## config.mk

```make
export PLATFORM = sky130hd
export DESIGN_NAME = parity_guard
export DESIGN_NICKNAME = d
export VERILOG_FILES = /design/src/rtl/pg_pkg.sv /design/src/rtl/pg_xor_tree.sv /design/src/rtl/pg_tx.sv /design/src/rtl/pg_rx.sv /design/src/rtl/parity_guard.sv
export SDC_FILE = /design/constraint.sdc
export NUM_CORES = 1
export LEC_CHECK = 0
export ABC_CLOCK_PERIOD_IN_PS = 1700
export BUFFER_PORTS_ARGS = -buffer_cell sky130_fd_sc_hd__buf_2
export CAP_MARGIN = 20
export CELL_PAD_IN_SITES_DETAIL_PLACEMENT = 1
export CELL_PAD_IN_SITES_GLOBAL_PLACEMENT = 1
export CORE_MARGIN = 4
export CORE_UTILIZATION = 27
export CTS_CLUSTER_DIAMETER = 40
export DETAILED_ROUTE_END_ITERATION = 6
export GPL_TIMING_DRIVEN = 1
export PLACE_DENSITY = 0.9
export SETUP_SLACK_MARGIN = 0.05
export SLEW_MARGIN = 20
export SYNTH_ARGS = -nofsm -noshare
export SYNTH_HDL_FRONTEND = slang
export SYNTH_SLANG_ARGS = --single-unit
```

## constraint.sdc

```tcl
create_clock -name clk -period 1.7 [get_ports clk]
set_clock_uncertainty 0.15 [all_clocks]
set_input_delay 0.34 -clock clk [delete_from_list [all_inputs] [get_ports clk]]
set_output_delay 0.34 -clock clk [all_outputs]
set_load 0.05 [all_outputs]
```

## src/rtl/pg_pkg.sv

```systemverilog
package pg_pkg;

    typedef struct packed {
        logic par;
        logic oe;
        logic armed;
    } tx_st_t;

    typedef struct packed {
        logic exp_par;
        logic chk;
        logic perr;
        logic sts;
    } rx_st_t;

endpackage

```

## src/rtl/pg_xor_tree.sv

```systemverilog
module pg_xor_tree #(
    parameter int W = 36
) (
    input  logic [W-1:0] vec_i,
    output logic         par_o
);
    localparam int LANES = (W + 7) / 8;

    logic [LANES-1:0] lane_par;

    for (genvar i = 0; i < LANES; i++) begin : g_lane
        localparam int LO = i * 8;
        localparam int HI = ((i * 8 + 8) > W) ? (W - 1) : (i * 8 + 7);
        assign lane_par[i] = ^vec_i[HI:LO];
    end

    assign par_o = ^lane_par;

endmodule

```

## src/rtl/pg_tx.sv

```systemverilog
module pg_tx
    import pg_pkg::*;
(
    input  logic clk,
    input  logic rst_n,
    input  logic calc_par_i,
    input  logic drive_i,
    input  logic xfer_i,
    input  logic role_init_i,
    input  logic inj_wr_i,
    input  logic inj_rd_i,
    input  logic inj_once_i,
    output logic par_o,
    output logic par_oe_o
);
    tx_st_t q, d;
    logic   data_drv;
    logic   held_inj;
    logic   flip;

    always_comb begin
        data_drv = drive_i & xfer_i;
        held_inj = role_init_i ? inj_wr_i : inj_rd_i;
        flip     = data_drv & (q.armed | held_inj);
        d        = q;
        d.par    = calc_par_i ^ flip;
        d.oe     = drive_i;
        d.armed  = inj_once_i | (q.armed & ~data_drv);
    end

    always_ff @(posedge clk or negedge rst_n) begin
        if (!rst_n) q <= '0;
        else        q <= d;
    end

    assign par_o    = q.par;
    assign par_oe_o = q.oe;

    // address phases are never corrupted
    a_r10_addr_clean: assert property (@(posedge clk) disable iff (!rst_n)
        (drive_i && !xfer_i) |=> (par_o == $past(calc_par_i)));

    // held initiator injection inverts driven write data
    a_r8_wr_inject: assert property (@(posedge clk) disable iff (!rst_n)
        (drive_i && xfer_i && role_init_i && inj_wr_i) |=> (par_o != $past(calc_par_i)));

    // the one-shot arm is consumed by a driven data phase
    a_r9_once_consumed: assert property (@(posedge clk) disable iff (!rst_n)
        (q.armed && drive_i && xfer_i && !inj_once_i) |=> !q.armed);

endmodule

```

## src/rtl/pg_rx.sv

```systemverilog
module pg_rx
    import pg_pkg::*;
(
    input  logic clk,
    input  logic rst_n,
    input  logic calc_par_i,
    input  logic drive_i,
    input  logic xfer_i,
    input  logic par_i,
    input  logic resp_en_i,
    input  logic clr_i,
    output logic perr_n_o,
    output logic sts_o
);
    rx_st_t q, d;
    logic   mismatch;

    always_comb begin
        mismatch  = q.chk & (par_i != q.exp_par);
        d         = q;
        d.exp_par = calc_par_i;
        d.chk     = xfer_i & ~drive_i;
        d.perr    = mismatch & resp_en_i;
        d.sts     = (q.sts & ~clr_i) | mismatch;
    end

    always_ff @(posedge clk or negedge rst_n) begin
        if (!rst_n) q <= '0;
        else        q <= d;
    end

    assign perr_n_o = ~q.perr;
    assign sts_o    = q.sts;

    // an error strobe only follows a checked data phase
    a_r4_perr_from_check: assert property (@(posedge clk) disable iff (!rst_n)
        q.perr |-> $past(q.chk));

    // the error strobe needs the response enable
    a_r5_perr_needs_en: assert property (@(posedge clk) disable iff (!rst_n)
        q.perr |-> $past(resp_en_i));

    // a reported error is always recorded in the sticky bit
    a_r6_sticky_with_perr: assert property (@(posedge clk) disable iff (!rst_n)
        q.perr |-> q.sts);

    // the strobe lasts a single clock per bad data phase
    a_r4_single_pulse: assert property (@(posedge clk) disable iff (!rst_n)
        (q.perr && !q.chk) |=> !q.perr);

endmodule

```

## src/rtl/parity_guard.sv

```systemverilog
module parity_guard #(
    parameter int DATA_W = 32
) (
    input  logic                  clk,
    input  logic                  rst_n,
    input  logic [DATA_W-1:0]     ad_i,
    input  logic [DATA_W/8-1:0]   cbe_i,
    input  logic                  xfer_i,
    input  logic                  drive_i,
    input  logic                  role_init_i,
    input  logic                  par_i,
    input  logic                  resp_en_i,
    input  logic                  inj_wr_i,
    input  logic                  inj_rd_i,
    input  logic                  inj_once_i,
    input  logic                  clr_i,
    output logic                  par_o,
    output logic                  par_oe_o,
    output logic                  perr_n_o,
    output logic                  perr_sts_o
);
    localparam int BE_W  = DATA_W / 8;
    localparam int COV_W = DATA_W + BE_W;

    logic calc_par;

    pg_xor_tree #(.W(COV_W)) u_tree (
        .vec_i ({cbe_i, ad_i}),
        .par_o (calc_par)
    );

    pg_tx u_tx (
        .clk         (clk),
        .rst_n       (rst_n),
        .calc_par_i  (calc_par),
        .drive_i     (drive_i),
        .xfer_i      (xfer_i),
        .role_init_i (role_init_i),
        .inj_wr_i    (inj_wr_i),
        .inj_rd_i    (inj_rd_i),
        .inj_once_i  (inj_once_i),
        .par_o       (par_o),
        .par_oe_o    (par_oe_o)
    );

    pg_rx u_rx (
        .clk        (clk),
        .rst_n      (rst_n),
        .calc_par_i (calc_par),
        .drive_i    (drive_i),
        .xfer_i     (xfer_i),
        .par_i      (par_i),
        .resp_en_i  (resp_en_i),
        .clr_i      (clr_i),
        .perr_n_o   (perr_n_o),
        .sts_o      (perr_sts_o)
    );

    // address-phase PAR makes the covered ones count even
    a_r2_even_addr: assert property (@(posedge clk) disable iff (!rst_n)
        (drive_i && !xfer_i) |=> ((^{$past(cbe_i), $past(ad_i), par_o}) == 1'b0));

    // the output enable only rises after a drive request
    a_r3_oe_rise: assert property (@(posedge clk) disable iff (!rst_n)
        $rose(par_oe_o) |-> $past(drive_i));

endmodule

```

# Word level (Yosys, flattened, before mapping)
# Cells that the tools add are included.
word_totals:
  reg_bits: 7
  out_inout_bits: 4
  elab_cells: 30
classes:
  eq_ne: 1
  mux: 1
  n_bitwise: 15
  reduce_logical: 6
ops:
  columns: ["cell", "n"]
  rows:
  - ["$reduce_xor 8->1", 4]
  - ["$and 1x1->1", 7]
  - ["$reduce_xor 5->1", 1]
  - ["$not 1->1", 4]
  - ["$reduce_xor 4->1", 1]
  - ["$or 1x1->1", 3]
  - ["$mux 1", 1]
  - ["$ne 1x1->1", 1]
  - ["$xor 1x1->1", 1]

# Longest topological paths before layout
# Gate-level depths: netlist of run 1.
logic_depth:
  ltp_word: 4
  depth_mapped: 5
  depth_no_buf: 5

# Cells and area by module
# A second synthesis of run 1 with hierarchy kept.
hier_totals:
  cells_unflattened: 54
  area_unflattened_um2: 570.5
modules_own_cells:
  columns: ["mod", "n_inst", "cells_each", "area_per_inst_um2", "seq_area_each_um2"]
  rows:
  - ["pg_xor_tree", 1, 34, 311.5, 0.0]
  - ["pg_rx", 1, 11, 145.1, 100.1]
  - ["pg_tx", 1, 9, 113.9, 75.1]

# Worst setup path after synthesis of run 1
# OpenSTA, ideal clock, no wires.
synth_timing:
  path_kind: "input-to-reg"
  startpoint: "in ad_i[30]"
  endpoint: "reg u_tx.q, in the netlist u_tx.par_o"
  setup_time_ns: 0.134
  arrival_ns: 1.571
  required_time_ns: 1.416
  path_slack_ns: -0.155
  stages: 5
  path_buffers: 0
  path_cell_list: "xor2_1 -> xnor2_1 -> xnor2_1 -> xnor3_2 -> xnor3_1"
synth_lines:
  columns: ["element", "line", "rtl"]
  rows:
  - ["from (decl)", "parity_guard.sv:6", "input logic [DATA_W-1:0] ad_i,"]
  - ["to (signal assigned)", "pg_tx.sv:32", "if (!rst_n) q <= '0;"]
  - ["to (signal assigned)", "pg_tx.sv:33", "else q <= d;"]
  - ["to (decl)", "pg_tx.sv:16", "tx_st_t q, d;"]

==> reports/results.txt, run 1 <==
Insertion delay to the later sink of the worst-skew pair - 240 ps
WP data required - 1670 ps
Routed length on met3 - 216 um
WL per Instance - 10.12 um
Ant. Diodes - 0
Post-synth top area share - 44.03%
Slew HR - 83.15%
Wl on met1 - 419 um
Gpl congestion - 0.6096
First-pass GRT wire length - 2070 um
Setup violators final - 0
Max layer used - met3
Crit path time final - 1605 ps
RSZ-0062 raised after global routing - false
CTS Root Cell - clkbuf_4
Initial antenna violation count - 0
Total congestion overflow - 0
Fill cells - 250
Setup TNS - 0 ps
Slew Limit Fails - 0
Clk sink count - 7
WL final - 1387 um
Post-Syn Nets - 101
DRT iter0 DRCs - 4
Seq cells post-synth - 7
Placed cells - 132
Area grow syn2layout - 62.04%
Final setup margin - 94.59 ps
Postcts setup bufs - 0
Die ar. - 2940 um2
Die W - 54.22 um
Final total power - 0.9111 mW
Drt drc - 0
Cell area after synthesis - 576.8 um2
Cells after Synth - 54
Vias/cell - 4.088
Crit Path Max Fanout - 2
Worst hold path type - input pin to flop
Synth unique cells - 13
WL met2 - 751 um
Critical setup path kind - input pin to flop
Area of placed instances - 875.8 um2
Final hold vios - 0
Via count - 560
PwrDens - 974.8 nW/um2
Synthesized area per cell - 10.68 um2
Cell Count, Final, Fillers Out - 137
Nets@finish - 158
Total GRT Usage - 9.773%
Highest-count cells in the layout ignoring fill and taps - buf_2, xnor2_1, dfrtp_1
Crit path launch type - input pin
FP Rows - 16
Leak - 0.4622 nW
Clock-pin slew on the worst setup and hold paths - 50 ps
Crit share post-route - 94.44%
Longest Clk Path Bufs - 2
Crit. End Element - flop
Least-Margin Pin Slew - 254.6 ps
Ports - 51
Max VDD drop - 428.5 uV
DP HPWL - 1285 um
ANT nets after route - 0
CTS tree - built
I/O Buffers - 50
Total CTS buffers - 3
Number of synthesis warnings - 0
Core Region - 2002 um2
Post-synthesis sequential area ratio - 30.37%
First-pass iteration count of the detailed router - 2
Top cell type by total area after synthesis - xnor2_1
Max cap viols - 0
Post-place setup slack - -160.3 ps
Fin area - 934.6 um2
Initial Utilization - 28.81%
CP arrival - 1570 ps
Outcome - complete, no violations
Max Clock Freq - 622.9 MHz
CTS H-tree lvls - 1
Commonest non-fill, non-tap cell in the layout - buf_2
Synth top area cells - xnor2_1, dfrtp_1, xor2_1, xnor3_2, xnor3_1
Largest net degree at the start of global routing - 8
Share of post-route cells with drive strength above 1 - 53.64%
Vias in the first global route - 549
DIE HEIGHT - 54.22 um
sequential cells by signal (all words and copies together) (netlist names):
| name | count |
|---|---|
| u_rx.q | 3 |
| u_rx.sts_o | 1 |
| u_tx.par_o | 1 |
| u_tx.par_oe_o | 1 |
| u_tx.q | 1 |
metrics by stage:
stage	utilization [%]	hold slack, ps
final	46.69	81.62
after global routing	46.69	79.57
after CTS	45.56	74.92
after detailed placement	43.75	27.02
after global placement	43.75	25.59
after floorplan	-	-105.6
cell type report:
type / instances / area (um2) / share of cell area (%)
Clock buffer: 4 / 26.28 / 2.811
Inverter: 2 / 7.507 / 0.8032
Multi-Input combinational cell: 45 / 424.2 / 45.38
Sequential cell: 7 / 175.2 / 18.74
Tap cell: 27 / 33.78 / 3.614
Timing Repair Buffer: 52 / 267.8 / 28.65
path summary, 6_finish.rpt:
kind / depth (start not counted) / slack [ps] / end / start
setup / recovery: 6 / 90 / u_tx.par_o / ad_i[5]
hold / removal: 1 / 80 / u_tx.par_oe_o / drive_i
setup reg to reg: 3 / 440 / u_tx.par_o / u_tx.q[0]
hold reg to reg: 1 / 340 / u_tx.q[0] / u_tx.q[0]
max in group asynchronous: 2 / 930 / u_tx.q[0] / rst_n
min in group asynchronous: 2 / 320 / u_rx.q[1] / rst_n
timing repair:
item | in CTS | in global routing
hold buffers | 1 | 0
setup endpoints to repair | 0 | 1
resized for setup | 0 | 3
hold endpoints to repair | 7 | 0
synth_stat cells (all sizes together):
cell,count
xnor2,29
dfrtp,7
xor2,5
inv,2
nand2,2
nor2b,2
xnor3,2
a211oi,1
a21o,1
and3,1
nor2,1
o21ai,1
logic make-up after synthesis:
group | Yosys count | share of synthesized area [%]
XOR/XNOR | 36 | 59.65
AND/OR/NAND/NOR | 6 | 5.206
buffers and inverters | 2 | 1.302
AO/OA/AOI/OAI | 3 | 3.471
flip-flops | 7 | 30.37
per-layer routing:
layer	GRT usage (%)	vias up
met1	8.472	242
met3	4.360	0
met2	19.12	38
met5	0	-
li1	-	280
met4	3.734	0
power breakdown:
group	total, mW	switching, mW	internal (mW)
clock network	0.140	0.0513	0.0889
logic	0.546	0.244	0.302
registers	0.225	0.0132	0.212
critical path, cell delays in order:
cell	delay (ps)
buf_2	120
xnor2_2	130
xnor2_1	200
xnor2_1	140
xnor3_2	460
xnor3_1	180
(Power assumes the default switching activity.)
==> inputs of run 2 (changes only) <==
--- a/config.mk
+++ b/config.mk
@@ -5,19 +5,21 @@
 export SDC_FILE = /design/constraint.sdc
 export NUM_CORES = 1
 export LEC_CHECK = 0
+export ABC_AREA = 1
 export ABC_CLOCK_PERIOD_IN_PS = 1700
 export BUFFER_PORTS_ARGS = -buffer_cell sky130_fd_sc_hd__buf_2
 export CAP_MARGIN = 20
 export CELL_PAD_IN_SITES_DETAIL_PLACEMENT = 1
 export CELL_PAD_IN_SITES_GLOBAL_PLACEMENT = 1
 export CORE_MARGIN = 4
-export CORE_UTILIZATION = 27
+export CORE_UTILIZATION = 30
 export CTS_CLUSTER_DIAMETER = 40
 export DETAILED_ROUTE_END_ITERATION = 6
 export GPL_TIMING_DRIVEN = 1
-export PLACE_DENSITY = 0.9
+export PLACE_DENSITY = 0.91
 export SETUP_SLACK_MARGIN = 0.05
 export SLEW_MARGIN = 20
 export SYNTH_ARGS = -nofsm -noshare
 export SYNTH_HDL_FRONTEND = slang
+export SYNTH_HIERARCHICAL = 1
 export SYNTH_SLANG_ARGS = --single-unit
==> reports/results.txt, run 2 <==
Slew Limit Fails - 0
Share of post-route cells with drive strength above 1 - 26.62%
Core Region - 3337 um2
Post-synthesis sequential area ratio - 16.87%
Max reg flops - 3
Clk sink count - 7
Post-place setup slack - -24.48 ps
Total CTS buffers - 3
First-pass GRT wire length - 4526 um
Final setup margin - 232.9 ps
Crit Path Max Fanout - 3
Ant. Diodes - 0
Fill cells - 515
Ports - 51
Top cell type by total area after synthesis - nand2_1
Max VDD drop - 186.4 uV
Leak - 0.9591 nW
Initial Utilization - 31.12%
Area of the multi-input gates - 734.5 um2
Largest net degree at the start of global routing - 8
Most common cell in the synthesized netlist - nand2_1
Crit. End Element - flop
Max cap viols - 0
Seq cells post-synth - 7
Longest Clk Path Bufs - 2
Max Clock Freq - 681.6 MHz
CP arrival - 1450 ps
DIE HEIGHT - 66.84 um
Drt drc - 0
Worst hold margin - 82.60 ps
WP data required - 1680 ps
CTS Root Cell - clkbuf_4
CTS tree - built
RSZ-0062 raised after global routing - false
Critical setup path kind - input pin to flop
Final hold vios - 0
ANT nets after route - 0
Cells after Synth - 208
Commonest cells post-synth - nand2_1, inv_1, dfrtp_1
Post-synth top area share - 47.71%
Total congestion overflow - 0
Synth top area cells - nand2_1, dfrtp_1, inv_1, xnor2_1, xor2_1
Worst hold path type - input pin to flop
FP Rows - 21
Crit share post-route - 86.30%
Reg area - 175.2 um2
Total GRT Usage - 12.34%
DP HPWL - 2377 um
Initial antenna violation count - 0
PwrDens - 569.5 nW/um2
Gpl congestion - 0.6202
Post-Syn Nets - 255
Primary FF master, synth - dfrtp_1
Number of enable flip-flop cells after synthesis - 0
CTS H-tree lvls - 1
Placed cells - 304
Slew HR - 83.02%
Insertion delay to the later sink of the worst-skew pair - 240 ps
Highest-count cells in the layout ignoring fill and taps - nand2_1, buf_2, inv_1
Setup violators final - 0
Final total power - 0.7931 mW
Crit path time final - 1467 ps
I/O Buffers - 50
Cell Count, Final, Fillers Out - 309
WL per Instance - 8.188 um
Via count - 1306
Least-Margin Pin Slew - 256.5 ps
Vias/cell - 4.227
Crit path launch type - input pin
Synthesized area per cell - 4.993 um2
Area grow syn2layout - 34.10%
First-pass iteration count of the detailed router - 4
Vias in the first global route - 1236
Number of synthesis warnings - 6
WL final - 2530 um
Most flops, register - u_rx/q
Ys async rst share - 100.0%
Clock-pin slew on the worst setup and hold paths - 50 ps
Synth unique cells - 15
Nets@finish - 311
Die ar. - 4467 um2
Outcome - complete, no violations
Commonest non-fill, non-tap cell in the layout - nand2_1
Cell area after synthesis - 1038 um2
DRT iter0 DRCs - 13
Die W - 66.84 um
==> run 2: cell types whose count changed after synthesis, moves of 2 or more <==
cell / change
nand2_2: +4
inv_1: +30
nor2_1: +4
nor2b_1: -2
inv_2: +5
nand3_1: +5
xnor2_1: -23
nand2_1: +130
==> run 2: cells by family after synthesis <==
kind of cell / share of synthesized area [%]
AOI/OAI and AO/OA: 1.205
xor gates and xnor gates: 11.69
buffers and inverters: 13.37
DFF: 16.87
and+or+nand+nor: 56.87
==> run 2: repair_timing <==
| action | 4_1_cts | 5_1_grt |
|---|---|---|
| hold buffers | 1 | 0 |
| hold endpoints to repair | 7 | 0 |
| setup endpoints to repair | 0 | 1 |
| buffers inserted | 0 | 0 |
| resized for setup | 0 | 4 |
==> run 2: layer usage <==
layer	global-route usage (%)	wire (um)	up-vias	share of wire, %
met5	0	0	-	0
met1	13.69	1004	569	40
met4	2.284	0	0	0
li1	-	-	706	-
met3	1.518	158	0	6.2
met2	24.63	1368	31	54
==> run 2: worst max-delay path, cell delays in order <==
cell,delay (ps)
buf_2,110
nand2_1,80
inv_1,50
nor2_2,90
nand2_1,70
nand2_1,60
nand2_1,60
nand2_1,60
nand2_1,60
nand2_1,50
nand2_1,60
nand2_1,50
nand2_1,60
nand2_2,70
inv_1,40
nand3_1,80
nand2_1,60
==> run 2: area by class of cell <==
class / count / area share [%]
flip-flops and latches: 7 / 12.58
multi-input cells: 164 / 52.74
inverters: 37 / 9.973
well taps: 46 / 4.133
repair buffers: 51 / 18.69
clock buffers: 4 / 1.887
==> run 2: path summary, 6_finish.rpt <==
path                                 endpoint        from  slack [ps]  cells past startpoint
worst max register to register     u_tx/par_o   u_tx/q[0]         790                      4
min in group asynchronous          u_rx/sts_o       rst_n         320                      2
worst max-delay path               u_tx/par_o    ad_i[24]         230                     17
worst min register to register     u_rx/sts_o  u_rx/sts_o         330                      2
max in group asynchronous           u_rx/q[3]       rst_n         930                      2
worst min-delay path            u_tx/par_oe_o     drive_i          80                      1
==> run 2: where the power goes <==
part / internal, mW / total [mW] / switching, mW
clock network: 0.0892 / 0.145 / 0.0556
registers: 0.197 / 0.211 / 0.0135
logic: 0.160 / 0.437 / 0.277
total: 0.447 / 0.793 / 0.346
==> run 2: through the flow <==
stage,area [um2],setup TNS [ps],utilization (%)
final,1393,0,41.73
after global routing,1393,0,41.73
after CTS,1383,0,41.43
after detailed placement,1346,-24.48,40.35
after global placement,1346,0,40.35
after floorplan,1039,0,-
